===== config.mk =====
export PLATFORM = sky130hd
export DESIGN_NAME = mem_seq_top
export DESIGN_NICKNAME = d
export VERILOG_FILES = /design/src/rtl/mem_seq_pkg.sv /design/src/rtl/mem_seq_float.sv /design/src/rtl/mem_seq_phase.sv /design/src/rtl/mem_seq_pins.sv /design/src/rtl/mem_seq_top.sv
export SDC_FILE = /design/constraint.sdc
export NUM_CORES = 1
export LEC_CHECK = 0
export ABC_CLOCK_PERIOD_IN_PS = 3400
export BUFFER_PORTS_ARGS = -buffer_cell sky130_fd_sc_hd__buf_2
export CORE_MARGIN = 3
export CORE_UTILIZATION = 33
export CTS_BUF_LIST = sky130_fd_sc_hd__clkbuf_8
export DETAILED_ROUTE_END_ITERATION = 16
export HOLD_SLACK_MARGIN = 0.08
export MAX_ROUTING_LAYER = met4
export PLACE_DENSITY_LB_ADDON = 0.2
export SLEW_MARGIN = 40
export SYNTH_ARGS = -nofsm -noshare
export SYNTH_HDL_FRONTEND = slang
export SYNTH_SLANG_ARGS = --single-unit

===== constraint.sdc =====
create_clock -name clk -period 3.4 [get_ports clk]
set_input_delay 0.34 -clock clk [delete_from_list [all_inputs] [get_ports clk]]
set_output_delay 0.34 -clock clk [all_outputs]
set_load 0.1 [all_outputs]

===== src/rtl/mem_seq_pkg.sv =====
`timescale 1ns/1ps
package mem_seq_pkg;

    localparam int CNT_W = 6;
    localparam int FLT_W = 4;

    typedef enum logic [1:0] {
        WT_OFF    = 2'b00,
        WT_RSVD   = 2'b01,
        WT_FREEZE = 2'b10,
        WT_READY  = 2'b11
    } wait_mode_e;

    typedef enum logic [1:0] {
        PH_IDLE  = 2'd0,
        PH_SETUP = 2'd1,
        PH_PULSE = 2'd2,
        PH_HOLD  = 2'd3
    } phase_e;

    typedef struct packed {
        logic [CNT_W-1:0] setup;
        logic [CNT_W-1:0] pulse;
        logic [CNT_W-1:0] hold;
        logic [FLT_W-1:0] flt;
        logic             rd_by_strobe;
        logic             wr_by_strobe;
        wait_mode_e       wmode;
    } timing_t;

    function automatic logic wait_enabled(wait_mode_e m);
        return (m == WT_FREEZE) || (m == WT_READY);
    endfunction

    // Pulse of zero becomes one; hold of zero becomes one when wait is in use.
    function automatic timing_t sanitize(timing_t t);
        timing_t s;
        s = t;
        if (s.pulse == '0) s.pulse = CNT_W'(1);
        if (wait_enabled(s.wmode) && (s.hold == '0)) s.hold = CNT_W'(1);
        return s;
    endfunction

    // True when the cycle now running is the last one of a phase of length len.
    function automatic logic reached(logic [CNT_W-1:0] cnt, logic [CNT_W-1:0] len);
        return ((CNT_W+1)'(cnt) + (CNT_W+1)'(1)) >= (CNT_W+1)'(len);
    endfunction

endpackage


===== src/rtl/mem_seq_float.sv =====
`timescale 1ns/1ps
module mem_seq_float
    import mem_seq_pkg::*;
(
    input  logic             clk,
    input  logic             rst,
    input  logic             load,
    input  logic [FLT_W-1:0] load_val,
    output logic [FLT_W-1:0] flo_q,
    output logic [FLT_W-1:0] flo_d
);
    always_comb begin
        if (load)              flo_d = load_val;
        else if (flo_q != '0)  flo_d = flo_q - FLT_W'(1);
        else                   flo_d = '0;
    end

    always_ff @(posedge clk) begin
        if (rst) flo_q <= '0;
        else     flo_q <= flo_d;
    end
endmodule


===== src/rtl/mem_seq_phase.sv =====
`timescale 1ns/1ps
module mem_seq_phase
    import mem_seq_pkg::*;
(
    input  logic             clk,
    input  logic             rst,
    input  logic             start,
    input  logic [CNT_W-1:0] setup,
    input  logic [CNT_W-1:0] pulse,
    input  logic [CNT_W-1:0] hold,
    input  wait_mode_e       wmode,
    input  logic [FLT_W-1:0] flo_q,
    input  logic             wait_n,
    output phase_e           phase_q,
    output phase_e           phase_d,
    output logic             pulse_end
);
    logic [CNT_W-1:0] cnt_q, cnt_d;
    logic             pulse_last;
    logic             frozen;
    logic             not_ready;
    logic             flo_clear;

    always_comb begin
        phase_d    = phase_q;
        cnt_d      = cnt_q;
        pulse_end  = 1'b0;
        pulse_last = reached(cnt_q, pulse);
        frozen     = (wmode == WT_FREEZE) && !wait_n;
        not_ready  = (wmode == WT_READY) && pulse_last && !wait_n;
        flo_clear  = (flo_q <= FLT_W'(1));
        case (phase_q)
            PH_IDLE: begin
                if (start) begin
                    cnt_d   = '0;
                    phase_d = ((setup == '0) && flo_clear) ? PH_PULSE : PH_SETUP;
                end
            end
            PH_SETUP: begin
                if (reached(cnt_q, setup) && flo_clear) begin
                    cnt_d   = '0;
                    phase_d = PH_PULSE;
                end else begin
                    cnt_d = cnt_q + CNT_W'(1);
                end
            end
            PH_PULSE: begin
                if (!(frozen || not_ready)) begin
                    if (pulse_last) begin
                        pulse_end = 1'b1;
                        cnt_d     = '0;
                        phase_d   = (hold == '0) ? PH_IDLE : PH_HOLD;
                    end else begin
                        cnt_d = cnt_q + CNT_W'(1);
                    end
                end
            end
            default: begin
                if (reached(cnt_q, hold)) begin
                    cnt_d   = '0;
                    phase_d = PH_IDLE;
                end else begin
                    cnt_d = cnt_q + CNT_W'(1);
                end
            end
        endcase
    end

    always_ff @(posedge clk) begin
        if (rst) begin
            phase_q <= PH_IDLE;
            cnt_q   <= '0;
        end else begin
            phase_q <= phase_d;
            cnt_q   <= cnt_d;
        end
    end
endmodule


===== src/rtl/mem_seq_pins.sv =====
`timescale 1ns/1ps
module mem_seq_pins
    import mem_seq_pkg::*;
(
    input  logic             clk,
    input  logic             rst,
    input  phase_e           phase_d,
    input  logic             is_write,
    input  logic             rd_by_strobe,
    input  logic             wr_by_strobe,
    input  logic [FLT_W-1:0] flo_d,
    output logic             cs_n,
    output logic             rd_n,
    output logic             wr_n,
    output logic             oe
);
    logic active, in_pulse, by_strobe;
    logic cs_low, strobe_low;

    always_comb begin
        active     = (phase_d != PH_IDLE);
        in_pulse   = (phase_d == PH_PULSE);
        by_strobe  = is_write ? wr_by_strobe : rd_by_strobe;
        cs_low     = by_strobe ? active : in_pulse;
        strobe_low = by_strobe ? in_pulse : active;
    end

    always_ff @(posedge clk) begin
        if (rst) begin
            cs_n <= 1'b1;
            rd_n <= 1'b1;
            wr_n <= 1'b1;
            oe   <= 1'b0;
        end else begin
            cs_n <= !cs_low;
            rd_n <= !(strobe_low && !is_write);
            wr_n <= !(strobe_low && is_write);
            oe   <= is_write && active && (flo_d == '0);
        end
    end
endmodule


===== src/rtl/mem_seq_top.sv =====
`timescale 1ns/1ps
module mem_seq_top
    import mem_seq_pkg::*;
#(
    parameter int ADDR_W = 16,
    parameter int DATA_W = 16
) (
    input  logic              clk,
    input  logic              rst,
    input  logic              req_valid,
    input  logic              req_write,
    input  logic [ADDR_W-1:0] req_addr,
    input  logic [DATA_W-1:0] req_wdata,
    output logic              req_ready,
    output logic              rsp_done,
    output logic [DATA_W-1:0] rsp_rdata,
    input  logic [5:0]        cfg_setup,
    input  logic [5:0]        cfg_pulse,
    input  logic [5:0]        cfg_hold,
    input  logic [3:0]        cfg_float,
    input  logic              cfg_float_fold,
    input  logic              cfg_rd_strobe_ctl,
    input  logic              cfg_wr_strobe_ctl,
    input  logic [1:0]        cfg_wait_mode,
    output logic              mem_cs_n,
    output logic              mem_rd_n,
    output logic              mem_wr_n,
    output logic              mem_oe,
    output logic [ADDR_W-1:0] mem_addr,
    output logic [DATA_W-1:0] mem_dout,
    input  logic [DATA_W-1:0] mem_din,
    input  logic              mem_wait_n
);
    timing_t          tm_new, tm_q, tm_cur;
    logic             wr_q, wr_cur;
    logic             accept;
    logic             pulse_end;
    phase_e           phase_q, phase_d;
    logic [FLT_W-1:0] flo_q, flo_d;

    always_comb begin
        tm_new = sanitize('{setup:        cfg_setup,
                            pulse:        cfg_pulse,
                            hold:         cfg_hold,
                            flt:          cfg_float,
                            rd_by_strobe: cfg_rd_strobe_ctl,
                            wr_by_strobe: cfg_wr_strobe_ctl,
                            wmode:        wait_mode_e'(cfg_wait_mode)});
    end

    assign req_ready = (phase_q == PH_IDLE) && (cfg_float_fold || (flo_q == '0));
    assign accept    = req_valid && req_ready;
    assign tm_cur    = accept ? tm_new : tm_q;
    assign wr_cur    = accept ? req_write : wr_q;

    always_ff @(posedge clk) begin
        if (rst) begin
            tm_q      <= '0;
            wr_q      <= 1'b0;
            mem_addr  <= '0;
            mem_dout  <= '0;
            rsp_rdata <= '0;
            rsp_done  <= 1'b0;
        end else begin
            if (accept) begin
                tm_q     <= tm_new;
                wr_q     <= req_write;
                mem_addr <= req_addr;
                mem_dout <= req_wdata;
            end
            if (pulse_end && !wr_q) rsp_rdata <= mem_din;
            rsp_done <= (phase_q != PH_IDLE) && (phase_d == PH_IDLE);
        end
    end

    mem_seq_phase u_phase (
        .clk       (clk),
        .rst       (rst),
        .start     (accept),
        .setup     (tm_cur.setup),
        .pulse     (tm_cur.pulse),
        .hold      (tm_cur.hold),
        .wmode     (tm_cur.wmode),
        .flo_q     (flo_q),
        .wait_n    (mem_wait_n),
        .phase_q   (phase_q),
        .phase_d   (phase_d),
        .pulse_end (pulse_end)
    );

    mem_seq_float u_float (
        .clk      (clk),
        .rst      (rst),
        .load     (pulse_end && !wr_q),
        .load_val (tm_cur.flt),
        .flo_q    (flo_q),
        .flo_d    (flo_d)
    );

    mem_seq_pins u_pins (
        .clk          (clk),
        .rst          (rst),
        .phase_d      (phase_d),
        .is_write     (wr_cur),
        .rd_by_strobe (tm_cur.rd_by_strobe),
        .wr_by_strobe (tm_cur.wr_by_strobe),
        .flo_d        (flo_d),
        .cs_n         (mem_cs_n),
        .rd_n         (mem_rd_n),
        .wr_n         (mem_wr_n),
        .oe           (mem_oe)
    );
endmodule


==> run metrics <==
status finished clean; vias in the first global route 3,296; clock tree sinks 92; Synth Area per Inst 8.91 µm²; initial antenna violation count 0; Setup crit end kind flip-flop; skew final 11.8 ps; first-iteration detailed-routing DRC count 133; Vias 3,551; cell row count 39; DPL Wire Length 7.57 mm; FF+latch count, synth 92; Slew Limit Headroom 0.670; Final period util 0.901; R2R setup slack 340 ps; clk_lat worst skew 370 ps; commonest non-fill, non-tap cells in the layout 133 x buf_2, 92 x dfxtp_1, 88 x nand2_1; Peak VDD IR 349 µV; Yosys top cell area share 0.456; grt met2 use 0.230; Worst Hold Class input pin to flip-flop; Post-Syn Instances 453; vias per cell 4.81; number of flops mapped to enable cells by yosys 0; Logic pwr share 0.470; Area contributors post-synth dfxtp_1 46%, mux2i_1 9.4%, nand2_1 8.2%, a21oi_1 6.0%, ha_1 5.9%; design area 5110 µm²; Initial Utilization 0.346; Pre-antenna DRT Iters 4; port bufs 133; first-pass GRT wire length 15.7 mm; final setup vio count 0; hold endpoint rsp_rdata[13]; Die Width 117 µm; RSZ-0062 raised after global routing no; Worst-path clk slew 90 ps; Clk Tree Root Cell clkbuf_8; Die Area 13,600 µm²; Die H 117 µm; ys flop type dfxtp_1; RePlAce Congestion 0.857; sequential cell area fraction in the yosys report 0.456; P_leak 2.60 nW; met1 Track Usage GR 0.199; Sw Ratio 0.468; Inserted Clock Buffers 9; post-synth top area cell dfxtp_1; worst hold start mem_din[13]; DR WL/cell 13.7 µm; WHS Path Cells 3; H-tree depth 3; Crit Path Category flip-flop to flip-flop; I/O pins 134; Final Hold Viols 0; Fin Setup TNS 0 ps; maxcap violations 0; Reg-to-Reg Start u_float.flo_q[1]; cts hold-fix bufs 0; Cell Int Power 0.00205 W; Total GRT Usage 0.151; Post-DP Area 4910 µm²; grt peak-use layer met2; Slew Viols, Final 0; commonest non-fill, non-tap cell in the layout buf_2; share of layout cells above drive strength 1 0.303; NetSw 0.00180 W; Remaining Overflow, GRT 0; synth warn 0; sequential share of power 0.340; DRC 0; largest net degree at the start of global routing 45; min Tclk post-route 3060 ps; Final Net Count 689; CTS tree done; routed wire length 10.1 mm; Worst Path Required 3660 ps; f_max 0.327 GHz; core area 11,700 µm²; Synth Cell Area 4040 µm²; Worst setup SP type flip-flop; Layout area overhead 26.7%; number of diodes 0; clock share of power 0.189; CP Max Fanout 11; GR Layer Usage met3 0.0311; total power 0.00385 W; clock buffer depth 2; reg-to-reg critical path endpoint u_pins.oe; critical path arrival 3330 ps; Detail Route Antenna Nets 0; syn nets 552; Synth cell types 49; pwr dens 753 nW/µm²; FF-to-FF path depth 12; Worst-Margin Slew 495 ps; Post-synth ARST share 0
[logic make-up (layout without fill, tap and decap cells)]
group,after synthesis,after routing,share of synthesized area
buf+inv,27,169,0.0326
compound gates,84,84,0.127
xor+xnor,3,3,0.00651
flops,92,92,0.456
mux,41,41,0.105
simple gates,187,187,0.213
fa+ha+maj,19,19,0.0589
[synth_stat cells (2+ instances only)]
master,count
a211oi_1,4
a21o_1,5
a21oi_1,48
a31oi_1,2
a41o_1,3
and2_1,5
and2b_1,2
and3b_1,2
buf_2,9
buf_6,2
clkbuf_1,12
dfxtp_1,92
ha_1,19
inv_1,3
mux2_2,2
mux2i_1,38
nand2_1,88
nand2b_1,3
nand3_1,10
nand4_1,2
nor2_1,49
nor2b_1,7
nor3_1,6
o2111ai_1,2
o211a_1,2
o21ai_0,9
or2_2,2
or4_1,2
xnor2_1,3
[critical path, cell delays in order (launching register included)]
cell and delay, ps:
dfxtp_1 370, nor4_4 380, o211ai_4 210, o21ai_0 320, ha_1 280, nand2b_1 140, a31oi_1 170, o211ai_1 190
buf_4 190, nand4_4 210, mux2_2 380, nand2_1 70, nor3_2 40
[state kept, by name, summed over array words and instances, names as in the netlist]
register and cells:
mem_addr 16, mem_dout 16, rsp_done 1, rsp_rdata 16, tm_q 26, u_float.flo_q 4, u_phase.cnt_q 6, u_phase.phase_q 2
u_pins.cs_n 1, u_pins.oe 1, u_pins.rd_n 1, u_pins.wr_n 1, wr_q 1
[layer usage]
layer  wire [µm]  share of wire
met2        4460           0.44
met3         595          0.059
met5           0              0
met1        4880           0.48
met4         144          0.014
[power by group through the flow]
| stage | registers (W) | clock network (W) | logic [W] |
|---|---|---|---|
| CTS | 0.00131 | 0.000760 | 0.00182 |
| detailed placement | 0.00133 | 0 | 0.00182 |
| global route | 0.00133 | 0.000805 | 0.00196 |
| floorplan | 0.00198 | 0 | 0.000799 |
| finish | 0.00131 | 0.000728 | 0.00181 |
| global placement | 0.00133 | 0 | 0.00180 |
[worst max path at each step]
stage / startpoint / end / slack (ps) / depth (start not counted)
2_1_floorplan: u_float.flo_q[2] / u_phase.cnt_q[3] / 390 / 12
3_3_place_gp: u_float.flo_q[1] / u_phase.cnt_q[2] / 340 / 13
3_5_place_dp: u_float.flo_q[1] / u_pins.oe / 310 / 13
4_1_cts: u_float.flo_q[1] / u_phase.cnt_q[2] / 260 / 13
5_1_grt: u_float.flo_q[1] / rsp_done / 70 / 10
6_report: u_float.flo_q[1] / u_pins.oe / 340 / 12
[stage by stage]
| step | instances | setup WS (ps) | util | hold slack (ps) |
|---|---|---|---|---|
| floorplan | 453 | 392 | - | 433 |
| global placement | 722 | 344 | 0.421 | 439 |
| detailed placement | 722 | 307 | 0.421 | 444 |
| CTS | 738 | 262 | 0.437 | 181 |
| global route | 738 | 73.2 | 0.438 | 174 |
| finish | 738 | 338 | 0.438 | 197 |
[area by class of cell]
class                   instances  area, µm²
flip-flops and latches         92       1840
repair buffers                150        806
fillers                      1156       6550
clock buffers                   9        124
multi-input cells             334       2090
well taps                     143        179
inverters                       3       11.3
clock inverters                 7       66.3
[what timing repair did]
item / CTS / global route
hold endpoints to repair: 0 / 0
resized for setup: 0 / 4
setup endpoints to repair: 0 / 10
setup buffers: 0 / 0
No activity file was read; power rests on OpenSTA's default activity.
